--- config.mk ---
export PLATFORM = sky130hd
export DESIGN_NAME = secded_codec
export DESIGN_NICKNAME = d
export VERILOG_FILES = /design/src/rtl/secded_pkg.sv /design/src/rtl/secded_datapath.sv /design/src/rtl/secded_control.sv /design/src/rtl/secded_codec.sv
export SDC_FILE = /design/constraint.sdc
export NUM_CORES = 1
export LEC_CHECK = 0
export ABC_AREA = 1
export BUFFER_PORTS_ARGS = -buffer_cell sky130_fd_sc_hd__buf_2
export CAP_MARGIN = 10
export CORE_AREA = 4 4 41 43
export DETAILED_ROUTE_END_ITERATION = 12
export DIE_AREA = 0 0 45 47
export GPL_TIMING_DRIVEN = 0
export PLACE_DENSITY = 0.73
export SETUP_SLACK_MARGIN = 0.05
export SKIP_LAST_GASP = 1
export SYNTH_ARGS = -nofsm -noshare
export SYNTH_HDL_FRONTEND = slang
export SYNTH_SLANG_ARGS = --single-unit
export TNS_END_PERCENT = 30
--- constraint.sdc ---
create_clock -name vclk -period 1.19
set_input_delay 0.1785 -clock vclk [all_inputs]
set_output_delay 0.1785 -clock vclk [all_outputs]
set_load 0.01 [all_outputs]
--- src/rtl/secded_pkg.sv ---
package secded_pkg;

  // smallest number of Hamming check bits able to address dw data bits
  function automatic int chkBits(int dw);
    int c;
    c = 1;
    while ((1 << c) < dw + c + 1) c++;
    return c;
  endfunction

  function automatic bit isPow2(int p);
    return (p != 0) && ((p & (p - 1)) == 0);
  endfunction

  // Hamming position (1-based) of data bit k: k-th position that is not a power of two
  function automatic int dataPos(int k);
    int cnt;
    cnt = 0;
    for (int p = 1; p < 4096; p++) begin
      if (!isPow2(p)) begin
        if (cnt == k) return p;
        cnt++;
      end
    end
    return 0;
  endfunction

  typedef struct packed {
    logic fixEn;      // apply the syndrome-selected bit flip
  } ctrlT;

  typedef struct packed {
    logic clean;
    logic corrected;
    logic uncorr;
  } statusT;

endpackage

--- src/rtl/secded_datapath.sv ---
module secded_datapath
  import secded_pkg::*;
#(
  parameter int DATA_W = 4,
  localparam int CHK_W = chkBits(DATA_W),
  localparam int NPOS = DATA_W + CHK_W,
  localparam int CODE_W = NPOS + 1
) (
  input  logic [DATA_W-1:0] dataIn,
  output logic [CODE_W-1:0] codeOut,
  input  logic [CODE_W-1:0] codeIn,
  input  ctrlT              ctrl,
  output logic [DATA_W-1:0] dataOut,
  output logic [CHK_W-1:0]  syndrome,
  output logic              synZero,
  output logic              synValid,
  output logic              parErr
);

  // ---------------- encoder ----------------
  logic [NPOS:1] dataPlaced;
  logic [NPOS:1] encWord;
  logic [CHK_W-1:0] encChk;

  for (genvar p = 1; p <= NPOS; p++) begin : g_pow
    if (isPow2(p)) begin : g_zero
      assign dataPlaced[p] = 1'b0;
    end
  end

  for (genvar k = 0; k < DATA_W; k++) begin : g_place
    assign dataPlaced[dataPos(k)] = dataIn[k];
  end

  always_comb begin
    encChk = '0;
    for (int p = 1; p <= NPOS; p++) begin
      for (int i = 0; i < CHK_W; i++) begin
        if (p[i]) encChk[i] = encChk[i] ^ dataPlaced[p];
      end
    end
    encWord = dataPlaced;
    for (int i = 0; i < CHK_W; i++) begin
      encWord[1 << i] = encChk[i];
    end
  end

  assign codeOut = {^encWord, encWord};

  // ---------------- decoder ----------------
  logic [NPOS-1:0] recvWord;
  logic [NPOS-1:0] fixedWord;

  assign recvWord = codeIn[NPOS-1:0];

  always_comb begin
    syndrome = '0;
    for (int p = 1; p <= NPOS; p++) begin
      for (int i = 0; i < CHK_W; i++) begin
        if (p[i]) syndrome[i] = syndrome[i] ^ recvWord[p-1];
      end
    end
  end

  assign parErr   = ^codeIn;
  assign synZero  = (syndrome == '0);
  assign synValid = (int'(syndrome) <= NPOS);

  always_comb begin
    fixedWord = recvWord;
    if (ctrl.fixEn) begin
      for (int p = 1; p <= NPOS; p++) begin
        if (int'(syndrome) == p) fixedWord[p-1] = ~recvWord[p-1];
      end
    end
  end

  for (genvar k = 0; k < DATA_W; k++) begin : g_extract
    assign dataOut[k] = fixedWord[dataPos(k)-1];
  end

endmodule

--- src/rtl/secded_control.sv ---
module secded_control
  import secded_pkg::*;
(
  input  logic   synZero,
  input  logic   synValid,
  input  logic   parErr,
  output ctrlT   ctrl,
  output statusT status
);

  // four-way decision on (syndrome zero?, overall parity mismatch?)
  always_comb begin
    ctrl   = '0;
    status = '0;
    unique case ({synZero, parErr})
      2'b10: status.clean = 1'b1;                 // nothing flipped
      2'b11: status.corrected = 1'b1;             // only the overall parity bit
      2'b01: begin                                 // odd flip count, position named
        if (synValid) begin
          ctrl.fixEn       = 1'b1;
          status.corrected = 1'b1;
        end else begin
          status.uncorr = 1'b1;                    // names no real position
        end
      end
      default: status.uncorr = 1'b1;               // even flip count, nonzero syndrome
    endcase
  end

endmodule

--- src/rtl/secded_codec.sv ---
module secded_codec
  import secded_pkg::*;
#(
  parameter int DATA_W = 4,
  localparam int CHK_W = chkBits(DATA_W),
  localparam int CODE_W = DATA_W + CHK_W + 1
) (
  input  logic [DATA_W-1:0] dataIn,
  output logic [CODE_W-1:0] codeOut,
  input  logic [CODE_W-1:0] codeIn,
  output logic [DATA_W-1:0] dataOut,
  output logic [CHK_W-1:0]  syndrome,
  output logic              flagClean,
  output logic              flagCorrected,
  output logic              flagUncorr
);

  ctrlT   ctrl;
  statusT status;
  logic   synZero;
  logic   synValid;
  logic   parErr;

  secded_datapath #(.DATA_W(DATA_W)) dp (
    .dataIn   (dataIn),
    .codeOut  (codeOut),
    .codeIn   (codeIn),
    .ctrl     (ctrl),
    .dataOut  (dataOut),
    .syndrome (syndrome),
    .synZero  (synZero),
    .synValid (synValid),
    .parErr   (parErr)
  );

  secded_control ctl (
    .synZero  (synZero),
    .synValid (synValid),
    .parErr   (parErr),
    .ctrl     (ctrl),
    .status   (status)
  );

  assign flagClean     = status.clean;
  assign flagCorrected = status.corrected;
  assign flagUncorr    = status.uncorr;

endmodule

; Word-level counts from Yosys, hierarchy flattened
; Cells that the tools add are included.
[classes]
n_eq_ne = 10
multipliers = 0
order_cmp = 0
n_addsub = 0
n_reduce_logical = 5
n_bitwise = 22
n_mux = 12
div = 0
n_shift = 0
[op_table]
columns = op, count
row1 = $xor A1 B1 Y1, 15
row2 = $eq A3 B3 Y1 const B, 4
row3 = $mux W1, 11
row4 = $reduce_xor A8 Y1, 1
row5 = $mux W7, 1
row6 = $not A1 Y1, 7
row7 = $reduce_xor A7 Y1, 1
row8 = $eq A3 B2 Y1 const B, 2
row9 = $eq A2 B2 Y1 const B, 2
row10 = $eq A3 B1 Y1 const B, 1
row11 = $logic_not A3 Y1, 1
row12 = $reduce_or A3 Y1, 1
row13 = $eq A2 B1 Y1 const B, 1
row14 = $reduce_or A2 Y1, 1
[word_totals]
ff_bits = 0
ramBits = 0
rom_bits = 0
in_bits = 12
latch_bits = 0
n_memories = 0

; Depth between registers and ports, before layout
; Gate-level depths: netlist of run 1.
[depth]
ltp_word = 7
mapped_depth = 12
mapped_depth_nobuf = 11

; By module
; From an unflattened synthesis of run 1, not the netlist that was laid out.
[hier_totals]
cells_unflattened = 103
hier_area_um2 = 580.6
[modules_own_cells]
columns = module, area_each_um2, seq_area_each_um2, n_inst, cells_per_inst
row1 = secded_datapath, 548.0, 0.0, 1, 96
row2 = secded_control, 32.5, 0.0, 1, 7

; Worst setup path after synthesis of run 1
; Ideal clock, no wire load.
[synth_path]
kind = input to output
start = input port codeIn[5]
end = output port dataOut[3]
required_ns = 1.012
path_stages = 10
t_arrival_ns = 1.047
slack_ns = -0.036
path_cell_list = buf_4 clkinv_2 nand2_2 nand2_1 nand3_2 nand2_1 nand2_2 nand2_4 nand2_2 o21ai_1
[synth_between]
elab_chain_len = 6
word_cells_on_any_way = 11
cone_classes = eq/ne: 2 / mux: 3 / bitwise: 4 / reduce/logical: 2
[synth_rtl]
columns = item, line
row1 = from (decl), secded_codec.sv:10  ; input logic [CODE_W-1:0] codeIn,
row2 = $xor A1 B1 Y1 (2 in a row), secded_datapath.sv:60  ; if (p[i]) syndrome[i] = syndrome[i] ^ recvWord[p-1];
row3 = $logic_not A3 Y1, secded_datapath.sv:66  ; assign synZero = (syndrome == '0);
row4 = $eq A2 B1 Y1, secded_control.sv:15  ; unique case ({synZero, parErr})
row5 = $mux W1, secded_control.sv:15
row6 = $mux W7 (*), secded_datapath.sv:71  ; if (ctrl.fixEn) begin
row7 = to (decl), secded_codec.sv:11  ; output logic [DATA_W-1:0] dataOut,
; Mark *: on every way between the ends. The rest lies on a longest branch, timed or not.

; Worst setup path in the final report of run 1
[layout_path]
start = input port codeIn[7]
end = output port flagClean
[layout_between]
elab_chain_len = 3
[layout_rtl]
columns = item, line
row1 = $reduce_xor A8 Y1, secded_datapath.sv:65  ; assign parErr = ^codeIn;
row2 = $eq A2 B2 Y1, secded_control.sv:15
row3 = $mux W1, secded_control.sv:15
row4 = to (decl), secded_codec.sv:13  ; output logic flagClean,
; Every way passes these cells.

==> flow_metrics.tcl, run 1 <==
set metrics [dict create \
    timing.final.max_slew_violations 0 \
    pre_cts_slack_ps -201.6 \
    synth.distinct_cells 19 \
    layout_worst_path_cycle_share_pct 113.8 \
    synthTopCellsByArea "nand2_1, nand2_2, xor2_1, xnor2_1, buf_4" \
    ir_drop_uv 300.6 \
    placementRows 13 \
    p_switching_w 0.0003246 \
    period_minus_slack_ps 1354 \
    via_per_inst 4.804 \
    insertedDiodeCount 0 \
    die_w_um 45 \
    cap_viol_max_count 0 \
    vias 759 \
    synth_area_um2 575.6 \
    rsz0062_at_grt "true" \
    crit_fanout 4 \
    crit_path_end_kind "output pin" \
    nets 157 \
    post-route-util_pct 81.92 \
    setup_ws_ps -164.1 \
    relSlewSlack_pct 82.85 \
    ys_seq_area_share_pct 0 \
    p_total_w 0.0005767 \
    cp.required_ps 1010 \
    layout_common_cells "nand2_2, nand2_1, buf_2" \
    hp-class "input pin to output pin" \
    dpl_cell_area_um2 733.2 \
    hpwl_um 1135 \
    slowest_delay_ps 140 \
    startpoint_type "input pin" \
    layout.cells.most_common "nand2_2" \
    routabilityCongestion 0.8129 \
    grt_usage_pct 14.63 \
    tns_ps -979.8 \
    drtAntennaViolNets 0 \
    clkPwrFrac_pct 0 \
    flops_and_latches 0 \
    ys_warn_count 0 \
    p_per_area_nw_per_um2 541.0 \
    critPathCapture "flagClean" \
    ff_latch_area_um2 0 \
    cp_common_cell "nand2_2" \
    hold_viol 0 \
    avgRoutedWirePerCell_um 11.35 \
    failed_checks "setup timing" \
    internal_power_w 0.0002522 \
    grt_pass1_vias 643 \
    drt_iter0_markers 4 \
    status "finished, violations left" \
    pwr-share-seq_pct 0 \
    grt-ovfl-total 0 \
    swShare_pct 56.27 \
    io_pins 30 \
    synth_top_area_share_pct 30.00 \
    arrival_ps 1180 \
    drt-pass1-iter-count 3 \
    timing.fmax_mhz 738.5 \
    worst_pin_slew_ps 255.4 \
    setup.worst_path.start "codeIn[7]" \
    antenna_found_initial 0 \
    drive_above_1_share_pct 69.23 \
    area_growth_pct 85.22 \
    crit_type "input pin to output pin" \
    place.port_buffers 27 \
    hold_path_depth 4 \
    power_frac_comb_pct 100.0 \
    syn_inst 107 \
    initial_core_util_pct 44.23 \
    cpMaxStageDelayCell "buf_4" \
    setup_viol 7 \
    path_cells "buf_2 > inv_2 > nand2_2 > nand2_2 > nand3_4 > nand2_2 > nand2_4 > nand2_2 > buf_4 > nor2_1 > buf_2" \
    syn_avg_cell_area_um2 5.379 \
    dieHeight_um 47 \
    grt_max_degree 9 \
    core_um2 1301 \
    clock_buffers 0 \
    routed_wl_um 1794 \
    grt_pass1_wl_um 2428 \
    synth_top_cell_by_area "nand2_1" \
    p_leak_nw 0.5811 \
    final_area_um2 1066 \
    dieArea_um2 2115 \
    route.detailed.drc 0 \
    syn-num-nets 119 \
]
==> per-stage QoR <==
stage	hold slack, ps	instances
2_1_floorplan	448.8	107
3_3_place_gp	672.7	149
3_5_place_dp	675.1	149
4_1_cts	675.1	157
5_1_grt	692.3	158
6_report	670.3	158
==> synth_stat cells <==
cell type	count
nand2_4	3
buf_6	2
nand2_2	10
clkinv_1	1
xnor2_1	5
nor2_1	2
xor2_1	6
o21ai_1	1
inv_4	2
nor2_2	2
nand3_1	7
clkinv_2	1
nand3_2	2
buf_4	5
nand4_1	1
a21oi_1	1
inv_1	9
inv_2	1
nand2_1	46
==> worst min-delay path by stage <==
stage                   start    endpoint
CTS                 dataIn[3]  codeOut[6]
global route        codeIn[5]  dataOut[2]
detailed placement  dataIn[3]  codeOut[6]
global placement    dataIn[3]  codeOut[6]
finish              codeIn[5]  dataOut[2]
floorplan           dataIn[0]  codeOut[2]
==> power groups by stage <==
stage                     Sequential (W)  Combinational (W)  Clock (W)
final                                  0           0.000577          0
after global routing                   0           0.000626          0
after detailed placement               0           0.000396          0
after floorplan                        0           0.000275          0
after global placement                 0           0.000388          0
after CTS                              0           0.000490          0
==> cell families after synthesis <==
family | Yosys count | synth area share [%]
and+or+nand+nor | 73 | 60.87
buffers and inverters | 21 | 20.65
AOI/OAI and AO/OA | 2 | 1.737
xor gates and xnor gates | 11 | 16.74
==> layout make-up <==
class	count	area, µm²
multi-input cells	87	639.4
repair buffers	35	244.0
fillers	84	235.2
inverters	14	82.58
plain buffers	7	81.33
well taps	15	18.77
==> what timing repair did <==
item,CTS,global route
hold buffers,0,0
resized for setup,36,40
setup buffers,7,1
endpoints found under the setup margin,8,8
pin swaps,16,24
cloned,1,0
==> layer usage <==
layer	vias up	track usage (%)	share of wire, %
met2	25	30.23	52
met5	-	0	0
met1	333	17.75	39
li1	397	-	-
met3	4	0	6.8
met4	0	0	1.9
==> worst max-delay path, delay by kind of cell <==
kind / cells / cell delay (ps)
buf+inv: 4 / 450
simple gates: 7 / 560
No activity file was read; power rests on OpenSTA's default activity.
==> run 2: changes to the inputs <==
--- a/config.mk
+++ b/config.mk
@@ -11,7 +11,6 @@
 export CORE_AREA = 4 4 41 43
 export DETAILED_ROUTE_END_ITERATION = 12
 export DIE_AREA = 0 0 45 47
-export GPL_TIMING_DRIVEN = 0
 export PLACE_DENSITY = 0.73
 export SETUP_SLACK_MARGIN = 0.05
 export SKIP_LAST_GASP = 1
==> run 2 against run 1 <==
Net effect: the run still ends with setup timing left; combinational power is 3.6% lower; wire length up 1.1%; sequential share of layout area did not move; count of clock-buffer cells in the layout is the same; design area decreased by 2.6%; flip-flop and latch count is the same; global-route usage increased by 1.3 points; maximum frequency fell by 1.7%; worst setup slack got worse by 24 ps; non-clock buffer count up 3.
==> flow_metrics.tcl, run 2 (synthesis results as in run 1) <==
set metrics [dict create \
    grt_pass1_wl_um 2601 \
    grt_usage_pct 15.97 \
    layout_common_cells "nand2_1, nand2_2, buf_2" \
    setup.worst_path.start "codeIn[5]" \
    layout_worst_path_cycle_share_pct 115.8 \
    placed_cells 154 \
    antenna_found_initial 0 \
    hpwl_um 1237 \
    setup_viol 7 \
    rsz0062_at_grt "true" \
    crit_type "input pin to output pin" \
    layout.cells.most_common "nand2_1" \
    drt_iter0_markers 7 \
    avgRoutedWirePerCell_um 11.27 \
    dieArea_um2 2115 \
    routabilityCongestion 0.8285 \
    dieHeight_um 47 \
    timing.fmax_mhz 725.7 \
    route.detailed.drc 0 \
    nets 160 \
    io_pins 30 \
    clock_buffers 0 \
    post-route-util_pct 79.81 \
    p_per_area_nw_per_um2 535.7 \
    grt_pass1_vias 667 \
    crit_fanout 6 \
    drive_above_1_share_pct 67.81 \
    status "finished, violations left" \
    startpoint_type "input pin" \
    cap_viol_max_count 0 \
    core_um2 1301 \
    grt-ovfl-total 0 \
    place.port_buffers 30 \
    setup_ws_ps -188.1 \
    p_leak_nw 0.5875 \
    cp.required_ps 1010 \
    critPathCapture "dataOut[0]" \
    failed_checks "setup timing" \
    relSlewSlack_pct 79.70 \
    arrival_ps 1200 \
    ir_drop_uv 265.5 \
    die_w_um 45 \
    hold_viol 0 \
    via_per_inst 4.863 \
    flops_and_latches 0 \
    crit_path_end_kind "output pin" \
    period_minus_slack_ps 1378 \
    n_fill_cell 90 \
    drt-pass1-iter-count 4 \
    whs_ps 586.4 \
    area_growth_pct 80.44 \
    vias 783 \
    worst_pin_slew_ps 302.3 \
    insertedDiodeCount 0 \
    hp-class "input pin to output pin" \
    initial_core_util_pct 44.23 \
    drtAntennaViolNets 0 \
    fin_cells 161 \
    ff_latch_area_um2 0 \
    timing.final.max_slew_violations 0 \
    routed_wl_um 1814 \
    grt_max_degree 9 \
    placementRows 13 \
]
[run 2: cell types whose count changed in the layout (fill, tap and decap cells not counted), sizes merged]
cell    change
inv         -1
clkinv      +1
buf         +3
[run 2: final cells by class]
cell class                 count  area, µm²  area share, %
inverter                      14      75.07          7.229
multi-input combinational     87      596.8          57.47
tap                           15      18.77          1.807
timing repair buffer          45      347.8          33.49
[run 2: where the power goes]
group | internal (W) | switching [W] | leakage [nW] | total [W]
Clock | 0 | 0 | 0 | 0
Combinational | 0.000251 | 0.000305 | 0.587 | 0.000556
Sequential | 0 | 0 | 0 | 0
[run 2: metrics by stage]
stage	power [W]	area [µm²]	setup WS (ps)	TNS [ps]
after global routing	0.0006040	1039	-271.4	-1621
after floorplan	0.0002753	579.3	7.310	0
after detailed placement	0.0004141	755.7	-219.2	-1240
after CTS	0.0004914	919.6	-141.8	-785.4
after global placement	0.0004042	755.7	-211.9	-1020
final	0.0005563	1039	-188.1	-1061
[run 2: metal layers]
metal | routed length, µm | up-vias | global-route usage [%]
li1 | - | 395 | -
met1 | 664 | 352 | 18.43
met2 | 1003 | 34 | 33.05
met3 | 125 | 2 | 0.7663
met4 | 21 | 0 | 1.170
met5 | 0 | - | 0
[run 2: worst min-delay path by stage]
stage	cells after the start	from	end	slack, ps
global placement	2	dataIn[3]	codeOut[6]	580
finish	2	dataIn[3]	codeOut[6]	590
CTS	2	dataIn[3]	codeOut[6]	590
global route	2	dataIn[3]	codeOut[6]	600
floorplan	1	dataIn[0]	codeOut[2]	450
detailed placement	2	dataIn[3]	codeOut[6]	590
[run 2: timing repair]
item                                    4_1_cts  5_1_grt
hold buffers                                  0        0
endpoints found under the setup margin       10       11
pin swaps                                    21       21
setup buffers                                 3        3
resized for setup                            45       24
gates cloned                                  1        0
endpoints found under the hold margin         0        0
[run 2: critical path, cell delays in order]
cell	delay [ps]
buf_8	120
clkinv_2	70
nand2_2	60
nand2_1	80
nand3_2	100
nand2_2	100
nand2_4	70
nand2_4	90
nand3_1	70
nand2_1	60
nand2_1	50
buf_2	130
